==> src/rtl/smem_pkg.sv <==
package smem_pkg;

    // Bus-level phase of the transfer engine
    typedef enum logic [2:0] {
        ST_IDLE,   // released, waiting for a Start
        ST_RX,     // shifting in a byte from the master
        ST_ACK,    // driving the acknowledge slot
        ST_TX,     // shifting out a read byte
        ST_MACK    // listening for the master acknowledge
    } st_e;

    // Meaning of the byte currently being received
    typedef enum logic [1:0] {
        RB_CTRL,
        RB_AHI,
        RB_ALO,
        RB_DATA
    } role_e;

endpackage

==> src/rtl/line_sync_det.sv <==
module line_sync_det #(
    parameter int SYNC_N = 2
) (
    input  logic clk,
    input  logic rst_n,
    input  logic scl_in,
    input  logic sda_in,
    output logic scl_s,
    output logic sda_s,
    output logic scl_rise,
    output logic scl_fall,
    output logic start_ev,
    output logic stop_ev
);

    typedef struct packed {
        logic [SYNC_N-1:0] scl_sy;
        logic [SYNC_N-1:0] sda_sy;
        logic              scl_p;
        logic              sda_p;
    } sy_t;

    sy_t s_d, s_q;

    always_comb begin
        s_d        = s_q;
        s_d.scl_sy = {s_q.scl_sy[SYNC_N-2:0], scl_in};
        s_d.sda_sy = {s_q.sda_sy[SYNC_N-2:0], sda_in};
        s_d.scl_p  = s_q.scl_sy[SYNC_N-1];
        s_d.sda_p  = s_q.sda_sy[SYNC_N-1];
    end

    always_ff @(posedge clk or negedge rst_n) begin
        if (!rst_n) s_q <= '1;
        else        s_q <= s_d;
    end

    assign scl_s    = s_q.scl_sy[SYNC_N-1];
    assign sda_s    = s_q.sda_sy[SYNC_N-1];
    assign scl_rise = scl_s & ~s_q.scl_p;
    assign scl_fall = ~scl_s & s_q.scl_p;
    assign start_ev = scl_s & s_q.scl_p & s_q.sda_p & ~sda_s;
    assign stop_ev  = scl_s & s_q.scl_p & ~s_q.sda_p & sda_s;

endmodule

==> src/rtl/xfer_fsm.sv <==
module xfer_fsm
    import smem_pkg::*;
#(
    parameter int          AW       = 13,
    parameter int          DW       = 8,
    parameter int          PW       = 5,
    parameter logic [3:0]  DEV_CODE = 4'b1010
) (
    input  logic          clk,
    input  logic          rst_n,
    input  logic          scl_s,
    input  logic          sda_s,
    input  logic          scl_rise,
    input  logic          scl_fall,
    input  logic          start_ev,
    input  logic          stop_ev,
    input  logic [2:0]    sel_pins,
    input  logic          wc_busy,
    input  logic [DW-1:0] mem_rdata,
    output logic          sda_oe,
    output logic [AW-1:0] mem_addr,
    output logic          mem_rd,
    output logic          wr_valid,
    output logic [AW-1:0] wr_addr,
    output logic [DW-1:0] wr_data,
    output logic          wr_commit
);

    localparam int            CNTW = $clog2(DW);
    localparam int            HIW  = AW - DW;
    localparam logic [CNTW-1:0] LAST = CNTW'(DW - 1);
    localparam logic [AW-1:0] PMAX = '1;

    typedef struct packed {
        st_e             st;
        role_e           role;
        logic [CNTW-1:0] cnt;
        logic [DW-2:0]   sh;
        logic [DW-1:0]   tx;
        logic [AW-1:0]   ptr;
        logic [HIW-1:0]  ahi;
        logic            drv;
        logic            rd_mode;
        logic            wd;
        logic            oe;
        logic            rd_req;
        logic            ld;
        logic            wv;
        logic [AW-1:0]   wa;
        logic [DW-1:0]   wdat;
        logic            commit;
    } regs_t;

    regs_t r_d, r_q;
    logic [DW-1:0] rx_byte;
    logic          ctrl_hit;

    assign rx_byte  = {r_q.sh, sda_s};
    assign ctrl_hit = (rx_byte[DW-1 -: 4] == DEV_CODE) && (rx_byte[DW-5 -: 3] == sel_pins);

    always_comb begin
        r_d        = r_q;
        r_d.rd_req = 1'b0;
        r_d.wv     = 1'b0;
        r_d.commit = 1'b0;
        r_d.ld     = r_q.rd_req;
        if (r_q.ld) r_d.tx = mem_rdata;

        if (stop_ev) begin
            r_d.st     = ST_IDLE;
            r_d.oe     = 1'b0;
            r_d.drv    = 1'b0;
            r_d.commit = r_q.wd;
            r_d.wd     = 1'b0;
        end else if (start_ev) begin
            r_d.st      = ST_RX;
            r_d.role    = RB_CTRL;
            r_d.cnt     = '0;
            r_d.oe      = 1'b0;
            r_d.drv     = 1'b0;
            r_d.rd_mode = 1'b0;
            r_d.wd      = 1'b0;
        end else begin
            unique case (r_q.st)
                ST_IDLE: ;
                ST_RX: begin
                    if (scl_rise) begin
                        r_d.sh  = rx_byte[DW-2:0];
                        r_d.cnt = r_q.cnt + CNTW'(1);
                        if (r_q.cnt == LAST) begin
                            r_d.cnt = '0;
                            r_d.st  = ST_ACK;
                            if (wc_busy) begin
                                r_d.st = ST_IDLE;
                            end else begin
                                unique case (r_q.role)
                                    RB_CTRL: begin
                                        if (ctrl_hit) begin
                                            r_d.rd_mode = rx_byte[0];
                                            r_d.rd_req  = rx_byte[0];
                                            r_d.role    = rx_byte[0] ? RB_CTRL : RB_AHI;
                                        end else begin
                                            r_d.st = ST_IDLE;
                                        end
                                    end
                                    RB_AHI: begin
                                        r_d.ahi  = rx_byte[HIW-1:0];
                                        r_d.role = RB_ALO;
                                    end
                                    RB_ALO: begin
                                        r_d.ptr  = {r_q.ahi, rx_byte};
                                        r_d.role = RB_DATA;
                                    end
                                    RB_DATA: begin
                                        r_d.wv   = 1'b1;
                                        r_d.wa   = r_q.ptr;
                                        r_d.wdat = rx_byte;
                                        r_d.wd   = 1'b1;
                                        r_d.ptr  = {r_q.ptr[AW-1:PW], r_q.ptr[PW-1:0] + PW'(1)};
                                    end
                                    default: ;
                                endcase
                            end
                        end
                    end
                end
                ST_ACK: begin
                    if (scl_fall) begin
                        if (!r_q.drv) begin
                            r_d.drv = 1'b1;
                            r_d.oe  = 1'b1;
                        end else begin
                            r_d.drv = 1'b0;
                            r_d.cnt = '0;
                            if (r_q.rd_mode) begin
                                r_d.st = ST_TX;
                                r_d.oe = ~r_q.tx[DW-1];
                            end else begin
                                r_d.st = ST_RX;
                                r_d.oe = 1'b0;
                            end
                        end
                    end
                end
                ST_TX: begin
                    if (scl_fall) begin
                        if (r_q.cnt == LAST) begin
                            r_d.st  = ST_MACK;
                            r_d.oe  = 1'b0;
                            r_d.cnt = '0;
                            r_d.ptr = r_q.ptr + AW'(1);
                        end else begin
                            r_d.cnt = r_q.cnt + CNTW'(1);
                            r_d.tx  = {r_q.tx[DW-2:0], 1'b0};
                            r_d.oe  = ~r_q.tx[DW-2];
                        end
                    end
                end
                ST_MACK: begin
                    if (scl_rise && !r_q.drv) begin
                        if (!sda_s) begin
                            r_d.drv    = 1'b1;
                            r_d.rd_req = 1'b1;
                        end else begin
                            r_d.st = ST_IDLE;
                        end
                    end else if (scl_fall && r_q.drv) begin
                        r_d.drv = 1'b0;
                        r_d.st  = ST_TX;
                        r_d.oe  = ~r_q.tx[DW-1];
                    end
                end
                default: r_d.st = ST_IDLE;
            endcase
        end
    end

    always_ff @(posedge clk or negedge rst_n) begin
        if (!rst_n) begin
            r_q    <= '0;
            r_q.st <= ST_IDLE;
        end else begin
            r_q <= r_d;
        end
    end

    assign sda_oe    = r_q.oe;
    assign mem_addr  = r_q.ptr;
    assign mem_rd    = r_q.rd_req;
    assign wr_valid  = r_q.wv;
    assign wr_addr   = r_q.wa;
    assign wr_data   = r_q.wdat;
    assign wr_commit = r_q.commit;

    // no drive while waiting for the next Start
    p_idle_quiet_r2: assert property (@(posedge clk) disable iff (!rst_n)
        (r_q.st == ST_IDLE) |-> !r_q.oe);

    // once the acknowledge slot is entered, the line is held low
    p_ack_hold_r3: assert property (@(posedge clk) disable iff (!rst_n)
        (r_q.st == ST_ACK && r_q.drv) |-> r_q.oe);

    // a commit strobe only follows a Stop
    p_commit_stop_r7: assert property (@(posedge clk) disable iff (!rst_n)
        r_q.commit |-> $past(stop_ev));

    // the master acknowledge slot is left released
    p_mack_release_r10: assert property (@(posedge clk) disable iff (!rst_n)
        (r_q.st == ST_MACK) |-> !r_q.oe);

    // pointer roll-over at the end of the last location
    p_ptr_wrap_r11: assert property (@(posedge clk) disable iff (!rst_n)
        ($past(r_q.st) == ST_TX && r_q.st == ST_MACK && $past(r_q.ptr) == PMAX)
        |-> (r_q.ptr == '0));

    // a Start always restarts control matching
    p_start_ctrl_r12: assert property (@(posedge clk) disable iff (!rst_n)
        start_ev |=> (r_q.st == ST_RX && r_q.role == RB_CTRL && r_q.cnt == '0));

    // the data line output is steady through the clock high phase
    p_oe_steady_r13: assert property (@(posedge clk) disable iff (!rst_n)
        (scl_s && $past(scl_s)) |-> $stable(r_q.oe));

endmodule

==> src/rtl/serial_mem_slave.sv <==
module serial_mem_slave #(
    parameter int         ADDR_W   = 13,
    parameter int         DATA_W   = 8,
    parameter int         PAGE_W   = 5,
    parameter int         SYNC_N   = 2,
    parameter logic [3:0] DEV_CODE = 4'b1010
) (
    input  logic              clk,
    input  logic              rst_n,
    input  logic              scl_in,
    input  logic              sda_in,
    output logic              sda_oe,
    input  logic [2:0]        sel_pins,
    input  logic              wc_busy,
    output logic [ADDR_W-1:0] mem_addr,
    output logic              mem_rd,
    input  logic [DATA_W-1:0] mem_rdata,
    output logic              wr_valid,
    output logic [ADDR_W-1:0] wr_addr,
    output logic [DATA_W-1:0] wr_data,
    output logic              wr_commit
);

    logic scl_s, sda_s, scl_rise, scl_fall, start_ev, stop_ev;

    line_sync_det #(
        .SYNC_N (SYNC_N)
    ) u_sync (
        .clk      (clk),
        .rst_n    (rst_n),
        .scl_in   (scl_in),
        .sda_in   (sda_in),
        .scl_s    (scl_s),
        .sda_s    (sda_s),
        .scl_rise (scl_rise),
        .scl_fall (scl_fall),
        .start_ev (start_ev),
        .stop_ev  (stop_ev)
    );

    xfer_fsm #(
        .AW       (ADDR_W),
        .DW       (DATA_W),
        .PW       (PAGE_W),
        .DEV_CODE (DEV_CODE)
    ) u_fsm (
        .clk       (clk),
        .rst_n     (rst_n),
        .scl_s     (scl_s),
        .sda_s     (sda_s),
        .scl_rise  (scl_rise),
        .scl_fall  (scl_fall),
        .start_ev  (start_ev),
        .stop_ev   (stop_ev),
        .sel_pins  (sel_pins),
        .wc_busy   (wc_busy),
        .mem_rdata (mem_rdata),
        .sda_oe    (sda_oe),
        .mem_addr  (mem_addr),
        .mem_rd    (mem_rd),
        .wr_valid  (wr_valid),
        .wr_addr   (wr_addr),
        .wr_data   (wr_data),
        .wr_commit (wr_commit)
    );

endmodule

==> config.mk <==
export PLATFORM = sky130hd
export DESIGN_NAME = serial_mem_slave
export DESIGN_NICKNAME = d
export VERILOG_FILES = /design/src/rtl/smem_pkg.sv /design/src/rtl/line_sync_det.sv /design/src/rtl/xfer_fsm.sv /design/src/rtl/serial_mem_slave.sv
export SDC_FILE = /design/constraint.sdc
export NUM_CORES = 1
export LEC_CHECK = 0
export BUFFER_PORTS_ARGS = -buffer_cell sky130_fd_sc_hd__buf_2
export CORE_MARGIN = 2
export CORE_UTILIZATION = 52
export CTS_CLUSTER_DIAMETER = 80
export DETAILED_ROUTE_END_ITERATION = 10
export GPL_TIMING_DRIVEN = 0
export PLACE_DENSITY = 0.76
export SKIP_LAST_GASP = 1
export SYNTH_ARGS = -nofsm -noshare
export SYNTH_HDL_FRONTEND = slang
export SYNTH_SLANG_ARGS = --single-unit
==> constraint.sdc <==
create_clock -name clk -period 2.2 [get_ports clk]
set_input_delay 0 -clock clk [delete_from_list [all_inputs] [get_ports clk]]
set_output_delay 0 -clock clk [all_outputs]
set_load 0.02 [all_outputs]
## Word level (Yosys, flattened, before mapping)

Index checks and enable logic that the tools add are counted.

- Register bits after elaboration: 76
- Bits in latches: 0
- Bits in writable memories: 0
- Bits in read-only memories: 0
- Input port bits: 16
- Output and inout bits: 38
- Word-level logic and storage cells: 192
- Memories: 0

- $add $sub $neg: 3
- Multiply operators: 0
- Div/mod/pow operators: 0
- $lt $le $gt $ge: 0
- Equal/unequal tests: 37
- Shift-type cells: 0
- Multiplexer cells: 82
- Bitwise operators: 16
- Reduce and logical (&&, ||, !) cells: 32

Operator list:

| cell | number |
|---|---|
| two-way mux 22 bit | 7 |
| two-way mux 18 bit | 3 |
| two-way mux 26 bit | 2 |
| case mux 13 bit (2 select lines) | 2 |
| two-way mux 3 bit | 14 |
| two-way mux 8 bit | 5 |
| != test 4 x 3 -> 1 bit, second input constant | 7 |
| AND reduction 7 bit | 4 |
| two-way mux 1 bit | 27 |
| two-way mux 21 bit | 1 |
| two-way mux 2 bit | 10 |
| AND reduction 9 bit | 2 |
| two-way mux 15 bit | 1 |
| != test 3 x 2 -> 1 bit, second input constant | 5 |
| case mux 3 bit (5 select lines) | 1 |
| adder 13 x 1 -> 13 bit, second input constant | 1 |
| two-way mux 13 bit | 1 |
| nonzero test 2 bit | 6 |
| nonzero test 3 bit | 4 |
| nonzero test 4 bit | 3 |
| two-way mux 5 bit | 2 |
| != test 2 x 1 -> 1 bit, second input constant | 5 |
| != test 5 bit, second input constant | 2 |
| AND reduction 10 bit | 1 |
| other kinds (29) | 54 |

## Logic depth before layout (Yosys ltp)

Gate-level depths: netlist (run 1).

- Depth in word-level cells: 10
- Depth in mapped cells: 9
- Gate-level depth less buffers: 7

## By module

From an unflattened synthesis (run 1), not the netlist that was laid out.

- Cells, all modules: 397
- Area total of the unflattened synthesis: 4111.4 µm²

Modules (own cells, without submodules):

| module | instances | cells an instance | area an instance (µm²) | sequential area each (µm²) |
|---|---|---|---|---|
| xfer_fsm | 1 | 387 | 3921.3 | 1751.7 |
| line_sync_det | 1 | 10 | 190.2 | 157.7 |

## Least setup slack after synthesis (run 1)

Ideal clock, no wire load.

- Kind: flip-flop to flip-flop
- From: register u_sync.s_q (netlist bit u_sync.scl_s)
- To: register u_fsm.r_q (netlist bit u_fsm.mem_addr[10])
- Library setup time: 123 ps
- Data arrival time: 1967 ps
- Required time: 2077 ps
- Path slack: 109 ps
- Stages on the path, launching flop included: 8
- Path buffers: 2
- Clock period less this slack: 2091 ps
- Cells stage by stage: dfstp_2 or3b_1 a21boi_1 or4b_1 buf_2 buf_6 o21ai_1 o21ai_1

- Cells in the longest elaborated chain, start to end: 5
- Elaborated cells between the ends (all ways): 13
- Classes of those cells: 2 x eq/ne; 10 x bitwise; 1 x reduce/logical

Ends and longest elaborated chain:

| element | line | RTL |
|---|---|---|
| from (decl) | line_sync_det.sv:23 | `sy_t s_d, s_q;` |
| from (signal assigned) | line_sync_det.sv:34 | `if (!rst_n) s_q <= '1;` |
| from (signal assigned) | line_sync_det.sv:35 | `else s_q <= s_d;` |
| AND 1 bit | line_sync_det.sv:42, line_sync_det.sv:43 |  |
| AND 1 bit, on equally long branches (2 in series) | line_sync_det.sv:43, line_sync_det.sv:42 |  |
| NOT 1 bit (no line) | - |  |
| AND reduction 10 bit (no line) * | - |  |
| to (signal assigned) | xfer_fsm.sv:183 | `r_q <= r_d;` |
| to (decl) | xfer_fsm.sv:54 | `regs_t r_d, r_q;` |

Every way passes the cells marked *; elsewhere a longest branch is shown, timed or not.
A chain may end at the register's enable or synchronous reset.

## Worst setup path in the final report (run 1)

Ends and elaborated chain as after synthesis.

==> results of run 1 <==
-- flip-flops by register name (all words and copies together), names as in the netlist --
register,flops
u_fsm.wr_commit,1
u_sync.s_d,2
u_sync.sda_s,1
u_fsm.mem_rd,1
u_fsm.wr_data,8
u_sync.scl_s,1
u_fsm.mem_addr,13
u_fsm.sda_oe,1
u_fsm.r_q,32
u_fsm.wr_valid,1
u_fsm.wr_addr,13
u_sync.s_q,2
-- per-layer routing --
metal  up-vias  wire (um)  track usage, %
met5         -          0               0
met2        92       3980            34.5
met4         0        101            6.41
met1      1467       3880            29.6
met3        10        477            4.76
li1       1468          -               -
-- worst max-delay path by stage --
stage,from,endpoint,slack (ns),depth (start not counted)
after floorplan,u_sync.scl_s,u_fsm.mem_addr[10],0.11,7
after global placement,u_fsm.r_q[62],u_fsm.wr_data[6],-0.31,7
after detailed placement,u_fsm.r_q[62],u_fsm.wr_data[5],-0.31,7
after CTS,u_sync.scl_s,u_fsm.mem_addr[10],0.001,7
after global routing,u_sync.scl_s,u_fsm.mem_addr[10],-0.06,7
final,u_sync.scl_s,u_fsm.mem_addr[10],0.06,7
-- stage by stage --
stage,std cells,hold slack [ns]
6_report,560,0.160
5_1_grt,560,0.196
4_1_cts,556,0.160
3_5_place_dp,530,-0.00186
3_3_place_gp,529,0.104
2_1_floorplan,377,-0.296
-- power groups by stage --
stage	Combinational (uW)	Sequential, uW	Clock, uW
finish	387	1730	1070
global route	439	1750	1160
CTS	405	1710	1100
detailed placement	381	1730	0
global placement	356	1720	0
floorplan	275	1670	0
-- cell families after synthesis --
kind of cell	after synthesis	synth area share, %
AOI/OAI and AO/OA	87	13.5
buffers and inverters	61	9.41
adders and majority gates	7	2.24
xor gates and xnor gates	4	0.896
and+or+nand+nor	101	13.7
DFF	76	48.8
muxes	41	11.4
-- Yosys cell counts, types with 4 or more instances --
master	instances
a21oi_1	10
a22oi_1	4
a31oi_1	6
and3_1	4
buf_4	34
clkbuf_1	12
dfrtp_1	70
dfstp_2	6
ha_1	7
inv_1	10
mux2_1	9
mux2_2	20
mux2i_1	12
nand2_1	32
nand3_1	6
nor2_1	22
nor2b_1	6
nor3b_1	5
o21ai_0	25
o21ai_1	20
-- layout make-up --
type / instances / area [um2] / share of cell area (%)
timing repair buffer: 72 / 450 / 9.53
sequential: 76 / 1910 / 40.4
clock buffer: 11 / 141 / 2.99
buffer: 47 / 324 / 6.86
clock inverter: 5 / 52.6 / 1.11
multi-input combinational: 240 / 1690 / 35.7
inverter: 10 / 37.5 / 0.794
tap: 99 / 124 / 2.62
-- repair_timing --
item / 4_1_cts / 5_1_grt
buffers inserted: 1 / 6
hold buffers: 11 / 0
gates resized for setup: 9 / 12
hold endpoints to repair: 47 / 0
setup endpoints to repair: 38 / 31
pin swaps: 1 / 3
gates cloned: 0 / 0
==> qor.yml, run 1 <==
detailed_routing:
  drc: 0
  vias: 3037
  drt_pass1_iterations: 5
  wl_um: 8440
  drt_iter0_drc: 284
  avgViaCountPerCell: 5.42
  wl_per_cell_um: 15.1
  ant_nets: 0
grt:
  grt_pass1_wl_um: 14300
  overflow: 0
  grt_max_degree: 40
  antenna_found_initial: 0
  grt_pass1_vias: 2882
  grt_util_all_layers_pct: 21.6
job:
  cap_violations: 0
pwr:
  seq_power_share_pct: 54.2
  ir_drop_mv: 0.501
  pwr-share-comb_pct: 12.2
  switchingPower_uw: 880
  p_sw_share_pct: 27.7
  pwr_density_cell_mw_per_mm2: 673
  clkPwrFrac_pct: 33.6
  p_leak_uw: 0.00235
  intPower_uw: 2300
  p_total_uw: 3180
clock_network:
  cts_tree: "built"
  cts.sink_count: 76
  clk_latency_ns: 0.36
  cts_buffers: 9
  cts_htree_levels: 3
  clk_pin_slew_ns: 0.09
  cts_buffer_depth: 2
  cts_root_buf: "clkbuf_8"
worst_setup_path:
  path_class: "reg2reg"
  reg2reg_to: "u_fsm.mem_addr[10]"
  crit_chain: "or3b_4, a21boi_2, or4b_4, buf_4, buf_6, o21ai_1, o21ai_1"
  rr_startpoint: "u_sync.scl_s"
  cp.required_ns: 2.45
  rrSetupSlack_ns: 0.06
  critical-path-max-stage-delay_ns: 0.53
  cp-end-kind: "flop"
  critPathArrivalTime_ns: 2.38
  crit_top_cell: "o21ai_1"
  worst-path-buf-inv: 2
  critPathLaunchType: "flop"
  path_max_fanout: 10
  critPathSlowestCell: "dfstp_2"
  reg2reg_depth: 7
  path_delay_family: "simple AND/OR/NAND/NOR gates"
cells_and_area:
  nets: 479
  antenna_cells: 0
  n_fill_cell: 590
  post-route-util_pct: 65.2
  final_common_cell: "dfrtp_1"
  drive_gt1_share_pct: 33.8
  final_cell_mix: "dfrtp_1 (70), buf_2 (53), buf_4 (44)"
  final_area_mm2: 0.00473
  syn_to_final_growth_pct: 20.9
place:
  portBuffers: 53
  hpwl_um: 5660
  pre_cts_slack_ns: -0.309
  gp_congestion: 0.870
  placed_cell_area_mm2: 0.00432
floorplanning:
  start_util_pct: 53.9
  die_area_mm2: 0.00823
  dieHeight_um: 90.7
  die_w_um: 90.7
  pin_count: 54
  rows: 31
  core-area_mm2: 0.00725
synthesis:
  synthTopCellsByArea: "dfrtp_1 (45%), buf_4 (6.5%), mux2_2 (5.8%), dfstp_2 (4.0%), o21ai_0 (3.2%)"
  syn_area_mm2: 0.00391
  synth_warnings: 0
  syn_nets: 400
  synth_area_per_cell_um2: 10.4
  ys_seq_elements: 76
  ys_types: 57
  synth_edf_count: 0
  async_flop_share_pct: 100
  yosysTopAreaCell: "dfrtp_1"
  synth_top_area_share_pct: 44.8
  synth_ff_type: "dfrtp_1"
  yosysSeqAreaShare_pct: 48.8
  syn_inst: 377
sta:
  worstMarginPinSlew_ns: 0.633
  setup_viol: 0
  hold_viol: 0
  layout_setup_ws_ns: 0.0644
  clock.fmax_ghz: 0.468
  fin_crit_ns: 2.14
  rsz0062_at_grt: "true"
  fin_worst_skew_ns: 0.0148
  slew_headroom_pct: 57.6
  setup_tns_ns: 0
  slew_viol_final: 0
  period_share_pct: 97.1
outcome:
  status: "finished clean"
hold_path:
  hold_path.class: "in2async"
Power figures use the tool's default switching activity.
==> inputs of run 2 (changes only) <==
--- a/config.mk
+++ b/config.mk
@@ -12,6 +12,7 @@
 export DETAILED_ROUTE_END_ITERATION = 10
 export GPL_TIMING_DRIVEN = 0
 export PLACE_DENSITY = 0.76
+export SETUP_SLACK_MARGIN = 0.3
 export SKIP_LAST_GASP = 1
 export SYNTH_ARGS = -nofsm -noshare
 export SYNTH_HDL_FRONTEND = slang
==> run 2 against run 1 <==
- critical path type unchanged
- critical endpoint unchanged
- worst hold slack barely moved
- largest power group unchanged
- cell count rose by 3.0%
- wire length rose by 8.9%
- sequential share of layout area fell by 2.9 points
- non-clock buffer count rose by 18
- largest cell class unchanged
==> qor.yml, run 2 (synthesized netlist as in run 1, its figures left out) <==
pwr:
  p_sw_share_pct: 28.4
  p_leak_uw: 0.00255
  p_total_uw: 3310
  pwr_density_cell_mw_per_mm2: 650
  ir_drop_mv: 0.424
  clkPwrFrac_pct: 33.5
  seq_power_share_pct: 51.7
  switchingPower_uw: 940
  pwr-share-comb_pct: 14.8
  intPower_uw: 2370
cells_and_area:
  final_cell_mix: "dfrtp_1 (70), buf_2 (55), buf_4 (52)"
  largest_reg_flops: 32
  final_area_mm2: 0.00509
  n_fill_cell: 559
  drive_gt1_share_pct: 42.7
  top_register: "u_fsm.r_q"
  post-route-util_pct: 70.2
  antenna_cells: 0
  nets: 497
  syn_to_final_growth_pct: 30.2
  multi_input_area_mm2: 0.00185
  seq_area_mm2: 0.00191
  final_common_cell: "dfrtp_1"
worst_setup_path:
  rr_startpoint: "u_sync.s_q[1]"
  critPathArrivalTime_ns: 2.37
  path_class: "reg2reg"
  reg2reg_to: "u_fsm.mem_addr[10]"
  critical-path-max-stage-delay_ns: 0.49
  cp.required_ns: 2.43
  critPathLaunchType: "flop"
  cp-end-kind: "flop"
  rrSetupSlack_ns: 0.06
  reg2reg_depth: 8
  critPathSlowestCell: "or4b_4"
  crit_chain: "clkbuf_8, or3b_4, a21boi_2, or4b_4, buf_6, buf_6, o21ai_1, o21ai_1"
  worst-path-buf-inv: 3
  path_max_fanout: 8
  path_delay_family: "simple AND/OR/NAND/NOR gates"
clock_network:
  cts.sink_count: 76
  cts_buffers: 9
  cts_root_buf: "clkbuf_8"
  cts_htree_levels: 3
  cts_buffer_depth: 2
  cts_tree: "built"
  clk_latency_ns: 0.35
  clk_pin_slew_ns: 0.08
floorplanning:
  dieHeight_um: 90.7
  pin_count: 54
  start_util_pct: 53.9
  die_area_mm2: 0.00823
  rows: 31
  core-area_mm2: 0.00725
  die_w_um: 90.7
sta:
  fin_worst_skew_ns: 0.0116
  layout_setup_ws_ns: 0.0599
  rsz0062_at_grt: "true"
  hold_viol: 0
  period_share_pct: 97.3
  slew_viol_final: 0
  fin_crit_ns: 2.14
  worstMarginPinSlew_ns: 0.543
  slew_headroom_pct: 63.8
  setup_tns_ns: 0
  setup_viol: 0
  clock.fmax_ghz: 0.467
place:
  pre_cts_slack_ns: -0.149
  gp_congestion: 0.859
  hpwl_um: 5760
  placed_cell_area_mm2: 0.00434
  portBuffers: 53
grt:
  overflow: 0
  grt_pass1_vias: 2990
  grt_util_all_layers_pct: 22.8
  grt_pass1_wl_um: 15000
  antenna_found_initial: 0
  grt_max_degree: 40
detailed_routing:
  avgViaCountPerCell: 5.50
  ant_nets: 0
  wl_um: 9190
  drt_iter0_drc: 247
  drt_pass1_iterations: 5
  wl_per_cell_um: 15.9
  drc: 0
  vias: 3174
job:
  cap_violations: 0
hold_path:
  hold_path.class: "in2async"
outcome:
  status: "finished clean"
[run 2: cell type report]
cell class / count / area share [%]
Multi-Input combinational cell: 240 / 36.4
Buffer: 51 / 7.62
Tap cell: 99 / 2.43
Timing Repair Buffer: 86 / 11.4
Inverter: 10 / 0.737
Sequential cell: 76 / 37.5
Clock inverter: 4 / 0.958
Clock buffer: 11 / 2.97
[run 2: timing repair]
item | in CTS | in global routing
gates resized for setup | 31 | 45
cloned | 1 | 1
hold endpoints to repair | 47 | 0
pin swaps | 7 | 6
setup buffers | 15 | 4
endpoints found under the setup margin | 63 | 56
hold buffers | 11 | 0
[run 2: worst max path at each step]
stage                  startpoint  depth (start not counted)                 end  slack, ns
CTS                  u_sync.scl_s                          7  u_fsm.mem_addr[10]       0.05
global route        u_sync.s_q[1]                          8  u_fsm.mem_addr[10]       0.02
global placement    u_sync.s_q[1]                          6       u_fsm.r_q[53]      -0.13
detailed placement  u_sync.s_q[1]                          8  u_fsm.mem_addr[10]      -0.15
floorplan            u_sync.scl_s                          7  u_fsm.mem_addr[10]       0.13
finish              u_sync.s_q[1]                          8  u_fsm.mem_addr[10]       0.06
[run 2: metal layers]
layer,GRT usage [%],vias to the layer above,part of all wire (%)
met3,3.42,14,5.1
li1,-,1496,-
met2,35.9,110,48
met1,32.0,1554,46
met4,8.46,0,1.7
met5,0,-,0
[run 2: worst register-to-register path: stages (launching register included)]
cell	delay, ns
dfstp_2	0.37
clkbuf_8	0.14
or3b_4	0.41
a21boi_2	0.15
or4b_4	0.49
buf_6	0.16
buf_6	0.13
o21ai_1	0.10
o21ai_1	0.08
[run 2: through the flow]
step	hold WS, ns	std cells
2_1_floorplan	-0.296	377
3_3_place_gp	0.104	529
3_5_place_dp	0.00142	530
4_1_cts	0.161	572
5_1_grt	0.214	577
6_report	0.160	577
[run 2: power by group through the flow]
stage	Combinational (uW)	Sequential, uW	Clock, uW
2_1_floorplan	275	1670	0
3_3_place_gp	356	1720	0
3_5_place_dp	381	1730	0
4_1_cts	442	1710	1120
5_1_grt	542	1730	1180
6_report	489	1710	1110
==> inputs of run 3 (changes only) <==
--- a/config.mk
+++ b/config.mk
@@ -10,7 +10,6 @@
 export CORE_UTILIZATION = 52
 export CTS_CLUSTER_DIAMETER = 80
 export DETAILED_ROUTE_END_ITERATION = 10
-export GPL_TIMING_DRIVEN = 0
 export PLACE_DENSITY = 0.76
 export SETUP_SLACK_MARGIN = 0.3
 export SKIP_LAST_GASP = 1
==> run 3 against run 2 <==
- cell count down 9.0%
- utilization down 7.9 points
- count of clock-buffer cells in the layout is 1 higher
- fmax grew 0.12%
- non-clock buffer count decreased by 53
- global-route usage is 2.2 points lower
- first-iteration DRC count increased by 7.7%
- register-to-register slack about the same
- die area is the same
- critical path depth decreased by 2
==> qor.yml, run 3 (synthesized netlist as in run 1, its figures left out) <==
outcome:
  status: "finished clean"
worst_setup_path:
  crit_top_cell: "o21ai_1"
  cp-end-kind: "flop"
  path_class: "reg2reg"
  crit_chain: "or3b_4, a21boi_2, or4b_4, buf_12, o21ai_1, o21ai_1"
  rrSetupSlack_ns: 0.06
  reg2reg_depth: 6
  rr_startpoint: "u_sync.scl_s"
  cp.required_ns: 2.42
  critPathArrivalTime_ns: 2.36
  cp-startpoint: "u_sync.scl_s"
  critical-path-max-stage-delay_ns: 0.58
  worst-path-buf-inv: 1
  critPathLaunchType: "flop"
  path_delay_family: "simple AND/OR/NAND/NOR gates"
  reg2reg_to: "u_fsm.mem_addr[5]"
  path_max_fanout: 16
  critPathSlowestCell: "dfstp_2"
cells_and_area:
  nets: 444
  post-route-util_pct: 62.3
  largest_reg_flops: 32
  syn_to_final_growth_pct: 15.5
  top_register: "u_fsm.r_q"
  drive_gt1_share_pct: 29.8
  final_common_cell: "dfrtp_1"
  antenna_cells: 0
  final_cell_mix: "dfrtp_1 (70), buf_2 (52), nand2_1 (30)"
detailed_routing:
  drt_pass1_iterations: 5
  vias: 2933
  drt_iter0_drc: 266
  wl_um: 8360
  avgViaCountPerCell: 5.59
  drc: 0
  ant_nets: 0
  wl_per_cell_um: 15.9
floorplanning:
  rows: 31
  die_area_mm2: 0.00823
  core-area_mm2: 0.00725
  start_util_pct: 53.9
  dieHeight_um: 90.7
  pin_count: 54
  die_w_um: 90.7
clock_network:
  cts_buffer_depth: 2
  clk_pin_slew_ns: 0.08
  cts_tree: "built"
  cts.sink_count: 76
  cts_htree_levels: 3
  cts_buffers: 9
  clk_latency_ns: 0.34
  cts_root_buf: "clkbuf_8"
pwr:
  pwr_density_cell_mw_per_mm2: 711
  intPower_uw: 2320
  p_sw_share_pct: 27.6
  clkPwrFrac_pct: 33.0
  ir_drop_mv: 0.325
  p_total_uw: 3210
  p_leak_uw: 0.00217
  pwr-share-comb_pct: 12.9
  switchingPower_uw: 887
  seq_power_share_pct: 54.1
hold_path:
  min_delay_path_depth: 5
  hold_path_startpoint: "wc_busy"
  hold_path.class: "in2reg"
  hold_path_end: "u_fsm.mem_addr[1]"
grt:
  grt_max_degree: 77
  grt_util_all_layers_pct: 20.6
  antenna_found_initial: 0
  grt_pass1_wl_um: 13600
  grt_pass1_vias: 2763
  overflow: 0
sta:
  hold_slack_ns: 0.276
  layout_setup_ws_ns: 0.0624
  period_share_pct: 97.2
  setup_viol: 0
  hold_viol: 0
  worstMarginPinSlew_ns: 0.954
  fin_crit_ns: 2.14
  slew_headroom_pct: 36.4
  setup_tns_ns: 0
  fin_worst_skew_ns: 0.00899
  rsz0062_at_grt: "true"
  clock.fmax_ghz: 0.468
  slew_viol_final: 0
place:
  gp_congestion: 0.858
  hpwl_um: 5600
  pre_cts_slack_ns: 0.0371
  portBuffers: 53
job:
  cap_violations: 0
[run 3: stage by stage]
| stage | std cells | instance area (um2) |
|---|---|---|
| after floorplan | 377 | 3930 |
| after global placement | 493 | 4090 |
| after detailed placement | 493 | 4090 |
| after CTS | 521 | 4420 |
| after global routing | 525 | 4520 |
| final | 525 | 4520 |
[run 3: what timing repair did]
item / in CTS / in global routing
resized for setup: 5 / 12
pin swaps: 0 / 1
hold buffers: 11 / 0
hold endpoints to repair: 80 / 0
endpoints found under the setup margin: 33 / 44
buffers inserted: 1 / 4
[run 3: how the worst max path moves through the flow]
stage | cells past startpoint | slack, ns | end
after floorplan | 7 | 0.13 | u_fsm.mem_addr[10]
after global placement | 6 | 0.10 | u_fsm.mem_addr[8]
after detailed placement | 6 | 0.04 | u_fsm.mem_addr[5]
after CTS | 6 | 0.13 | u_fsm.mem_addr[5]
after global routing | 6 | 0.04 | u_fsm.mem_addr[5]
final | 6 | 0.06 | u_fsm.mem_addr[5]
[run 3: power by group through the flow]
stage	Combinational, uW	Clock (uW)	Sequential (uW)
2_1_floorplan	275	0	1670
3_3_place_gp	335	0	1740
3_5_place_dp	358	0	1760
4_1_cts	380	1090	1730
5_1_grt	466	1150	1750
6_report	414	1060	1740
[run 3: tightest hold or removal path, delay by kind of cell]
| family | cells | cell delay (ns) |
|---|---|---|
| compound gates | 2 | 0.17 |
| buf+inv | 2 | 0.29 |
| simple gates | 1 | 0.11 |
[run 3: layout make-up]
type | count | area, um2
flip-flops and latches | 76 | 1910
clock buffers | 12 | 145
repair buffers | 84 | 548
fillers | 629 | 2740
clock inverters | 4 | 50.0
well taps | 99 | 124
multi-input cells | 240 | 1700
inverters | 10 | 37.5
[run 3: layer usage]
metal	global-route usage, %	share of wire [%]
met5	0	0
met4	5.77	0.96
met3	4.26	4.2
met2	31.2	48
met1	30.1	47
